===== config.mk =====
export PLATFORM = sky130hd
export DESIGN_NAME = page_tag_tx
export DESIGN_NICKNAME = d
export VERILOG_FILES = /design/src/rtl/ptx_pkg.sv /design/src/rtl/ptx_tag_fifo.sv /design/src/rtl/ptx_crc_acc.sv /design/src/rtl/ptx_byte_ser.sv /design/src/rtl/page_tag_tx.sv
export SDC_FILE = /design/constraint.sdc
export NUM_CORES = 1
export LEC_CHECK = 0
export BUFFER_PORTS_ARGS = -buffer_cell sky130_fd_sc_hd__buf_2
export CAP_MARGIN = 20
export CORE_AREA = 2 2 155 233
export CTS_CLUSTER_SIZE = 14
export DETAILED_ROUTE_END_ITERATION = 7
export DIE_AREA = 0 0 157 235
export PLACE_DENSITY = 0.57
export SLEW_MARGIN = 20
export SYNTH_ARGS = -nofsm -noshare
export SYNTH_HDL_FRONTEND = slang
export SYNTH_SLANG_ARGS = --single-unit

===== constraint.sdc =====
create_clock -name clk -period 7.6 [get_ports clk]
set_input_delay 0.38 -clock clk [delete_from_list [all_inputs] [get_ports clk]]
set_output_delay 0.38 -clock clk [all_outputs]
set_load 0.01 [all_outputs]

===== src/rtl/ptx_pkg.sv =====
// Shared definitions for the page-tag transmitter: control states and
// the word-wide CRC step. Assumes 32-bit payload words.
package ptx_pkg;

    localparam logic [31:0] CRC_POLY = 32'h04C11DB7;
    localparam logic [31:0] CRC_SEED = 32'hFFFFFFFF;

    typedef enum logic [2:0] {
        ST_IDLE, ST_GRANT, ST_READ, ST_DATA, ST_WAIT, ST_STAMP, ST_CRC, ST_FIN
    } ptx_state_e;

    // Folds one 32-bit word into the CRC, bit 31 first, no reflection.
    function automatic logic [31:0] crc_step(input logic [31:0] crc_in,
                                             input logic [31:0] word);
        logic [31:0] c;
        c = crc_in;
        for (int i = 31; i >= 0; i--) begin
            if (c[31] ^ word[i]) c = {c[30:0], 1'b0} ^ CRC_POLY;
            else                 c = {c[30:0], 1'b0};
        end
        return c;
    endfunction

endpackage


===== src/rtl/ptx_tag_fifo.sv =====
// Small synchronous FIFO that queues page tags from the host.
// Assumes DEPTH is a power of two, at least 2. Read data is the head entry.
module ptx_tag_fifo #(
    parameter int W     = 15,
    parameter int DEPTH = 4
) (
    input  logic         clk,
    input  logic         rst_n,
    input  logic         push,
    input  logic [W-1:0] din,
    input  logic         pop,
    output logic [W-1:0] dout,
    output logic         empty,
    output logic         full
);
    localparam int PW = $clog2(DEPTH);

    logic [W-1:0] store [DEPTH];
    logic [PW:0]  wr_ptr, rd_ptr;

    assign empty = (wr_ptr == rd_ptr);
    assign full  = (wr_ptr[PW] != rd_ptr[PW]) && (wr_ptr[PW-1:0] == rd_ptr[PW-1:0]);
    assign dout  = store[rd_ptr[PW-1:0]];

    // Pointer update on push and pop.
    always_ff @(posedge clk) begin
        if (!rst_n) begin
            wr_ptr <= '0;
            rd_ptr <= '0;
        end else begin
            if (push && !full)  wr_ptr <= wr_ptr + 1'b1;
            if (pop && !empty)  rd_ptr <= rd_ptr + 1'b1;
        end
    end

    // Entry write.
    always_ff @(posedge clk) begin
        if (push && !full) store[wr_ptr[PW-1:0]] <= din;
    end

endmodule


===== src/rtl/ptx_crc_acc.sv =====
// Running CRC register over payload words. Reseeded by clear, which
// takes precedence over a word update in the same cycle.
module ptx_crc_acc (
    input  logic        clk,
    input  logic        rst_n,
    input  logic        clear,
    input  logic        en,
    input  logic [31:0] word,
    output logic [31:0] crc
);
    import ptx_pkg::*;

    // Seed or fold in one word.
    always_ff @(posedge clk) begin
        if (!rst_n || clear) crc <= CRC_SEED;
        else if (en)         crc <= crc_step(crc, word);
    end

endmodule


===== src/rtl/ptx_byte_ser.sv =====
// Splits a loaded word into bytes, most significant first, each moved
// by a valid/ready handshake. Load is only legal while busy is low.
module ptx_byte_ser #(
    parameter int WORD_W = 32
) (
    input  logic              clk,
    input  logic              rst_n,
    input  logic              load,
    input  logic [WORD_W-1:0] word,
    input  logic              ready,
    output logic              busy,
    output logic [7:0]        byte_o
);
    localparam int NB   = WORD_W / 8;
    localparam int CNTW = $clog2(NB);

    logic [WORD_W-1:0] shreg;
    logic [CNTW-1:0]   idx;

    assign byte_o = shreg[WORD_W-1 -: 8];

    // Load a word, then shift one byte out per accepted handshake.
    always_ff @(posedge clk) begin
        if (!rst_n) begin
            busy  <= 1'b0;
            idx   <= '0;
            shreg <= '0;
        end else if (load) begin
            busy  <= 1'b1;
            idx   <= '0;
            shreg <= word;
        end else if (busy && ready) begin
            shreg <= shreg << 8;
            idx   <= idx + 1'b1;
            if (idx == CNTW'(NB - 1)) busy <= 1'b0;
        end
    end

endmodule


===== src/rtl/page_tag_tx.sv =====
// Gathers one packet from tagged memory pages, appends a timestamp and
// CRC trailer, and sends it bytewise after reserving the outbound channel.
// Assumes every tag count is at least 1 and memory read latency is one cycle.
module page_tag_tx #(
    parameter int ADDR_W     = 8,
    parameter int CNT_W      = 6,
    parameter int FIFO_DEPTH = 4
) (
    input  logic              clk,
    input  logic              rst_n,
    input  logic              tag_valid,
    output logic              tag_ready,
    input  logic [ADDR_W-1:0] tag_addr,
    input  logic [CNT_W-1:0]  tag_count,
    input  logic              tag_last,
    output logic              chan_req,
    input  logic              chan_grant,
    output logic              mem_rd_en,
    output logic [ADDR_W-1:0] mem_rd_addr,
    input  logic [31:0]       mem_rd_data,
    output logic              link_valid,
    input  logic              link_ready,
    output logic [7:0]        link_byte
);
    import ptx_pkg::*;

    localparam int TAG_W = ADDR_W + CNT_W + 1;

    ptx_state_e        state, nxt;
    logic [TAG_W-1:0]  head;
    logic              q_empty, q_full, q_pop;
    logic [ADDR_W-1:0] cur_addr;
    logic [CNT_W-1:0]  rem;
    logic              cur_last;
    logic [31:0]       ts_cnt, ts_q, crc;
    logic              ser_load, ser_busy, crc_clr, crc_en;
    logic [31:0]       ser_word;

    ptx_tag_fifo #(.W(TAG_W), .DEPTH(FIFO_DEPTH)) tagq_i (
        .clk(clk), .rst_n(rst_n),
        .push(tag_valid), .din({tag_last, tag_count, tag_addr}),
        .pop(q_pop), .dout(head), .empty(q_empty), .full(q_full)
    );

    ptx_crc_acc crc_i (
        .clk(clk), .rst_n(rst_n), .clear(crc_clr), .en(crc_en),
        .word(mem_rd_data), .crc(crc)
    );

    ptx_byte_ser #(.WORD_W(32)) ser_i (
        .clk(clk), .rst_n(rst_n), .load(ser_load), .word(ser_word),
        .ready(link_ready), .busy(ser_busy), .byte_o(link_byte)
    );

    assign tag_ready   = !q_full;
    assign chan_req    = (state != ST_IDLE);
    assign mem_rd_addr = cur_addr;
    assign link_valid  = ser_busy;

    // Next-state and per-state strobes.
    always_comb begin
        nxt       = state;
        q_pop     = 1'b0;
        mem_rd_en = 1'b0;
        ser_load  = 1'b0;
        ser_word  = mem_rd_data;
        crc_clr   = 1'b0;
        crc_en    = 1'b0;
        case (state)
            ST_IDLE:  if (!q_empty) nxt = ST_GRANT;
            ST_GRANT: if (chan_grant) begin
                          q_pop   = 1'b1;
                          crc_clr = 1'b1;
                          nxt     = ST_READ;
                      end
            ST_READ:  begin
                          mem_rd_en = 1'b1;
                          nxt       = ST_DATA;
                      end
            ST_DATA:  begin
                          ser_load = 1'b1;
                          crc_en   = 1'b1;
                          nxt      = ST_WAIT;
                      end
            ST_WAIT:  if (!ser_busy) begin
                          if (rem != '0)    nxt = ST_READ;
                          else if (cur_last) nxt = ST_STAMP;
                          else if (!q_empty) begin
                              q_pop = 1'b1;
                              nxt   = ST_READ;
                          end
                      end
            ST_STAMP: begin
                          ser_load = 1'b1;
                          ser_word = ts_q;
                          nxt      = ST_CRC;
                      end
            ST_CRC:   if (!ser_busy) begin
                          ser_load = 1'b1;
                          ser_word = crc;
                          nxt      = ST_FIN;
                      end
            ST_FIN:   if (!ser_busy) nxt = ST_IDLE;
            default:  nxt = ST_IDLE;
        endcase
    end

    // State register and free-running timestamp counter.
    always_ff @(posedge clk) begin
        if (!rst_n) begin
            state  <= ST_IDLE;
            ts_cnt <= '0;
        end else begin
            state  <= nxt;
            ts_cnt <= ts_cnt + 1'b1;
        end
    end

    // Page walker: current page pointer, words left, timestamp capture.
    always_ff @(posedge clk) begin
        if (!rst_n) begin
            cur_addr <= '0;
            rem      <= '0;
            cur_last <= 1'b0;
            ts_q     <= '0;
        end else if (q_pop) begin
            {cur_last, rem, cur_addr} <= head;
        end else if (mem_rd_en) begin
            cur_addr <= cur_addr + 1'b1;
            rem      <= rem - 1'b1;
            if (cur_last && rem == CNT_W'(1)) ts_q <= ts_cnt;
        end
    end

endmodule


Word-level counts from Yosys, hierarchy flattened
Memory sizes are Yosys's and may differ from the RTL's. A register that Yosys moved wholly into a read port is not among the register bits.
Index checks and enable logic that the tools add are counted.
{"block": "word_totals", "reg_bits": 155, "ramBits": 60, "in_bits": 52, "n_memories": 1}
{"name": "tagq_i.store", "depth": 4, "width": 15, "read_ports": 1, "rd_ports_with_merged_regs": 1, "write_ports": 1, "line": "ptx_tag_fifo.sv:18", "rtl": "logic [W-1:0] store [DEPTH];"}
{"block": "classes", "addsub": 6, "eq_ne": 18, "muxes": 129, "n_bitwise": 66, "n_reduce_logical": 20}
{"operator": "2-to-1 mux 32 bit", "count": 65}
{"operator": "2-to-1 mux 27 bit", "count": 32}
{"operator": "NOT 14 bit", "count": 32}
{"operator": "one-hot mux 32 bit (2 select lines)", "count": 1}
{"operator": "adder 32 x 1 -> 32 bit, second input constant", "count": 1}
{"operator": "XOR 1 bit", "count": 32}
{"operator": "2-to-1 mux 3 bit", "count": 8}
{"operator": "one-hot mux 3 bit (8 select lines)", "count": 1}
{"operator": "2-to-1 mux 8 bit", "count": 2}
{"operator": "2-to-1 mux 1 bit", "count": 14}
{"operator": "equality test 3 bit, second input constant", "count": 4}
{"operator": "2-to-1 mux 6 bit", "count": 2}
{"operator": "!= test 2 bit, second input constant", "count": 5}
{"operator": "adder 8 x 1 -> 8 bit, second input constant", "count": 1}
{"operator": "adder 3 x 1 -> 3 bit, second input constant", "count": 2}
{"operator": "equality test 3 x 2 -> 1 bit, second input constant", "count": 2}
{"operator": "equality test 6 x 1 -> 1 bit, second input constant", "count": 1}
{"operator": "AND reduction 6 bit", "count": 1}
{"operator": "nonzero test 2 bit", "count": 3}
{"operator": "nonzero test 6 bit", "count": 1}
{"operator": "subtractor 6 x 1 -> 6 bit, second input constant", "count": 1}
{"operator": "logical AND 1 bit", "count": 5}
{"operator": "2-to-1 mux 2 bit", "count": 2}
{"operator": "!= test 4 bit, second input constant", "count": 1}
{"operator": "other kinds (15)", "count": 20}

Depth between registers and ports, before layout
{"block": "logic_depth", "depth_word": 126, "mapped_depth": 10, "ltp_nobuf": 10}

By module
Synthesis repeated with hierarchy kept, for this count alone.
{"block": "unflattened", "hier_cells": 1227, "area_unflattened_um2": 12752.2}
{"module": "ptx_crc_acc", "n_inst": 1, "cells_each": 377, "area_per_inst_um2": 4280.4}
{"module": "page_tag_tx", "n_inst": 1, "cells_each": 540, "area_per_inst_um2": 4186.5}
{"module": "ptx_tag_fifo", "n_inst": 1, "cells_each": 146, "area_per_inst_um2": 2730.1}
{"module": "ptx_byte_ser", "n_inst": 1, "cells_each": 164, "area_per_inst_um2": 1555.2}

Worst setup path after synthesis
OpenSTA, ideal clock, no wires.
{"block": "synth_timing", "path_type": "input to register", "from": "input port mem_rd_data[19]", "to": "register crc_i.crc[5]", "setup_time_ns": 0.130, "t_arrival_ns": 3.407, "required_time_ns": 7.470, "slack_ns": 4.063, "path_stages": 10, "path_cell_list": "xnor2_1 > xnor3_1 > xnor3_2 > xnor2_2 > xor2_1 > xnor3_1 > xor3_2 > xor2_1 > nor2_1 > o21ai_1"}
{"block": "synth_via", "elab_chain_len": 60, "word_cells_on_any_way": 78, "classes_between": "57 x mux; 21 x bitwise"}
{"item": "start, declared", "line": "page_tag_tx.sv:20", "rtl": "input logic [31:0] mem_rd_data,"}
{"item": "XOR 1 bit (*)", "line": "ptx_pkg.sv:18", "rtl": "if (c[31] ^ word[i]) c = {c[30:0], 1'b0} ^ CRC_POLY;"}
{"item": "2-to-1 mux 27 bit (*)", "line": "ptx_pkg.sv:18"}
{"item": "2-to-1 mux 32 bit (*)", "line": "ptx_crc_acc.sv:16", "rtl": "else if (en) crc <= crc_step(crc, word);"}
{"item": "2-to-1 mux 32 bit (*)", "line": "ptx_crc_acc.sv:15", "rtl": "if (!rst_n || clear) crc <= CRC_SEED;"}
{"item": "2-to-1 mux 27 bit", "line": "ptx_pkg.sv:18"}
{"item": "2-to-1 mux 32 bit (*)", "line": "ptx_crc_acc.sv:16"}
{"item": "2-to-1 mux 32 bit (*)", "line": "ptx_crc_acc.sv:15"}
{"item": "2-to-1 mux 27 bit", "line": "ptx_pkg.sv:18"}
{"item": "[44 not listed]"}
{"item": "2-to-1 mux 32 bit (*)", "line": "ptx_crc_acc.sv:16"}
{"item": "2-to-1 mux 32 bit (*)", "line": "ptx_crc_acc.sv:15"}
{"item": "NOT 14 bit (no source line)"}
{"item": "2-to-1 mux 27 bit", "line": "ptx_pkg.sv:18"}
{"item": "2-to-1 mux 32 bit (*)", "line": "ptx_crc_acc.sv:16"}
{"item": "2-to-1 mux 32 bit (*)", "line": "ptx_crc_acc.sv:15"}
{"item": "NOT 14 bit (no source line)"}
{"item": "2-to-1 mux 27 bit (*)", "line": "ptx_pkg.sv:18"}
{"item": "end signal, assigned", "line": "ptx_crc_acc.sv:16"}
{"item": "end, declared", "line": "ptx_crc_acc.sv:9", "rtl": "output logic [31:0] crc"}
Every way passes the cells marked *; elsewhere a longest branch is shown, timed or not. The select of a mux whose other input is x is not followed.
A chain may end at the register's enable or synchronous reset.

Worst setup path in the final report
{"block": "layout_timing", "from": "register crc_i.crc[31]", "to": "register crc_i.crc[8]"}
{"block": "layout_via", "elab_chain_len": 103, "word_cells_on_any_way": 140, "classes_between": "94 x mux; 46 x bitwise"}
{"item": "XOR 1 bit (*)", "line": "ptx_pkg.sv:18"}
{"item": "2-to-1 mux 27 bit (*)", "line": "ptx_pkg.sv:18"}
{"item": "2-to-1 mux 32 bit (*)", "line": "ptx_crc_acc.sv:16"}
{"item": "2-to-1 mux 32 bit (*)", "line": "ptx_crc_acc.sv:15"}
{"item": "2-to-1 mux 27 bit or NOT 14 bit (tied branches)"}
{"item": "2-to-1 mux 32 bit (*)", "line": "ptx_crc_acc.sv:16"}
{"item": "2-to-1 mux 32 bit (*)", "line": "ptx_crc_acc.sv:15"}
{"item": "NOT 14 bit (no source line) or 2-to-1 mux 32 bit (tied branches)"}
{"item": "[87 not listed]"}
{"item": "2-to-1 mux 32 bit (*)", "line": "ptx_crc_acc.sv:16"}
{"item": "2-to-1 mux 32 bit (*)", "line": "ptx_crc_acc.sv:15"}
{"item": "NOT 14 bit (no source line), or another cell as far along"}
{"item": "2-to-1 mux 27 bit or 2-to-1 mux 32 bit (tied branches)", "line": "ptx_pkg.sv:18, ptx_crc_acc.sv:15"}
{"item": "2-to-1 mux 32 bit (*)", "line": "ptx_crc_acc.sv:16"}
{"item": "2-to-1 mux 32 bit (*)", "line": "ptx_crc_acc.sv:15"}
{"item": "NOT 14 bit (no source line) or XOR 1 bit (tied branches)"}
{"item": "2-to-1 mux 27 bit (*)", "line": "ptx_pkg.sv:18"}
Marked as above.

==> out/qor.txt <==
Fmax - 225 MHz
Core Region - 0.0348 sq mm
Total GRT Usage - 18.2%
Mapped Area - 0.0121 sq mm
First DRT Iteration DRCs - 544
Clock Latency Late Sink - 540 ps
TritonCTS clock tree - done
Final nets - 1,242
Slew @ Worst Pin - 1000 ps
Critical path arrival - 4840 ps
Number of global-route vias before repair - 8,379
Post-synth top area share - 26.0%
Row cnt - 84
YS warnings - 0
Routability Congestion - 0.964
Initial antenna violation count - 0
Most common cell in the netlist - dfxtp_1
Starting Density - 34.7%
Die Ht - 235 microns
Post-DP HPWL - 25,000 microns
Layout area overhead - 12.8%
Tmin final - 4450 ps
Fillers - 3,420
Clock Sinks - 217
Final Cell Area - 0.0136 sq mm
CP max-delay cell - xor2_1
Critical-path maximum fanout - 6
Pre-Repair DR Iteration Count - 7
Worst path cell trace - xor2_1 -> xnor3_1 -> xnor3_2 -> xnor2_2 -> xor2_1 -> xnor3_1 -> xor3_2 -> xnor2_1 -> nor2_1 -> o21ai_1
Relative slew slack - 33.3%
Syn_area_per_cell - 10.6 sq um
Num CTS Buffers - 23
Synth cell count leaders - dfxtp_1, nand2_1, xnor2_1
CP bufs+invs - 0
Post-synthesis cell count - 1,136
Clk root buf - clkbuf_16
Global-route wire length before repair - 50,700 microns
I/O pin total - 72
Clock tree buffer depth - 3
Max-slew violation count - 0
N_diodes - 0
CTS H-tree depth - 1
FF+latch count, synth - 217
Top_reg_cell synth - dfxtp_1
WS Path Type - flip-flop to flip-flop
Async SR Flop Fraction - 0%
Period utilisation layout - 58.5%
Total wire length - 33,400 microns
Final setup violation count - 0
Syn nets - 1,198
Final core utilization - 39.2%
Die area - 0.0369 sq mm
Drt wl/cell - 20.0 microns
Total of max-cap violations - 0
Clk_skew - 25.6 ps
Top post-synthesis cells by area - dfxtp_1, edfxtp_1, xnor2_1
Placed Area - 0.0129 sq mm
I/O Buffers - 71
Number of vias per cell - 5.01
Seq/Total Area, Yosys - 40.9%
Fraction of layout cells with a size suffix above 1 - 16.3%
Total gr overflow - 0
Status - completed
Antenna violation net count after detailed routing - 0
Worst Setup End Kind - flip-flop
Largest net degree at the start of global routing - 77
Worst EP required - 7990 ps
Total number of vias - 8,361
Unrepaired setup endpoints after global routing - no
Biggest area consumer among synthesized cells - dfxtp_1
Synth cell types - 56
Startpoint Class - flip-flop
CP max stage delay - 770 ps
Hold crit path type - input port to flip-flop
Post-CTS Resized - 0
Setup TNS - 0 ps
Final-report hold violation count - 0
DIE WIDTH - 157 microns
Hold buffer count at CTS - 0
Post-synth EDFFs - 60
DRC Markers - 0
Worst-path clk slew - 60 ps
Postcts setup bufs - 0
Worst path top cell family by delay - XOR/XNOR gates
-- worst paths after layout --
kind                            cells after the start  slack [ps]                  startpoint                           end
worst max-delay path                               10        3150  crc_i.crc[31]$_SDFFE_PP1P_     crc_i.crc[8]$_SDFFE_PP1P_
worst min-delay path                                1          50                 tag_addr[3]  tagq_i.store[3][3]$_DFFE_PP_
worst max register to register                     10        3150  crc_i.crc[31]$_SDFFE_PP1P_     crc_i.crc[8]$_SDFFE_PP1P_
worst min register to register                      2         460       ts_q[11]$_SDFFE_PN0P_         ts_q[11]$_SDFFE_PN0P_
-- cells in the final DEF, fill, tap and decap left out, types with 12 or more instances in the layout --
cell type  Yosys  routed
nor2_1       122     121
a222oi_1      30      30
nand3_1       17      17
buf_4          9      14
edfxtp_1      60      60
xnor2_1      140     140
mux4_2        15      15
a21oi_1       46      46
xor2_1        77      77
clkbuf_16      0      23
buf_2          0      71
o211ai_1      12      12
nand2_1      145     145
and3_1        16      16
xnor2_2       21      21
o21ai_0       16      16
dfxtp_1      157     157
a31oi_1       32      32
xnor3_1       29      29
-- per-layer routing --
layer	part of all wire, %	GRT usage (%)
met4	7.3	12.1
met2	51	32.2
met3	4.0	2.21
met1	38	20.2
met5	0	0
-- final cells by class --
type / count / area (sq um) / share of cell area [%]
Clock inverter: 7 / 81.3 / 0.597
Inverter: 8 / 31.3 / 0.230
Clock buffer: 34 / 667 / 4.90
Timing Repair Buffer: 85 / 460 / 3.38
Tap cell: 473 / 592 / 4.34
Multi-Input combinational cell: 845 / 6850 / 50.3
Sequential cell: 217 / 4940 / 36.3
-- worst register-to-register path, delay by kind of cell, from the launching register on --
family          cells  cell delay, ps
flops               1             440
compound gates      1              70
xor+xnor            8            3670
simple gates        1             110
-- registers in the layout, indices dropped and copies added, names as in the netlist, 6 cells and up, named ones only --
register      count
mem_rd_addr       8
ts_cnt           32
crc_i.crc        32
ser_i.shreg      32
tagq_i.store     60
ts_q             32
rem               6
-- cell families after synthesis --
family	count (synthesis)	synth area share, %
AOI/OAI and AO/OA	169	9.47
muxes	18	3.05
buffers and inverters	74	2.58
adders and majority gates	10	1.04
and+or+nand+nor	349	12.4
DFF	217	40.9
xor gates and xnor gates	299	30.5
-- per-stage QoR --
step | cells | hold WS (ps) | setup WS [ps]
after floorplan | 1136 | 426 | 4060
after global placement | 1628 | 443 | 3120
after detailed placement | 1628 | 453 | 3100
after CTS | 1669 | 23.1 | 3130
after global routing | 1669 | 43.3 | 2960
final | 1669 | 50.6 | 3150
Power is left out: the tool's default activity adds up to more than one toggle a clock period on the data nets, which glitch-free logic cannot reach.
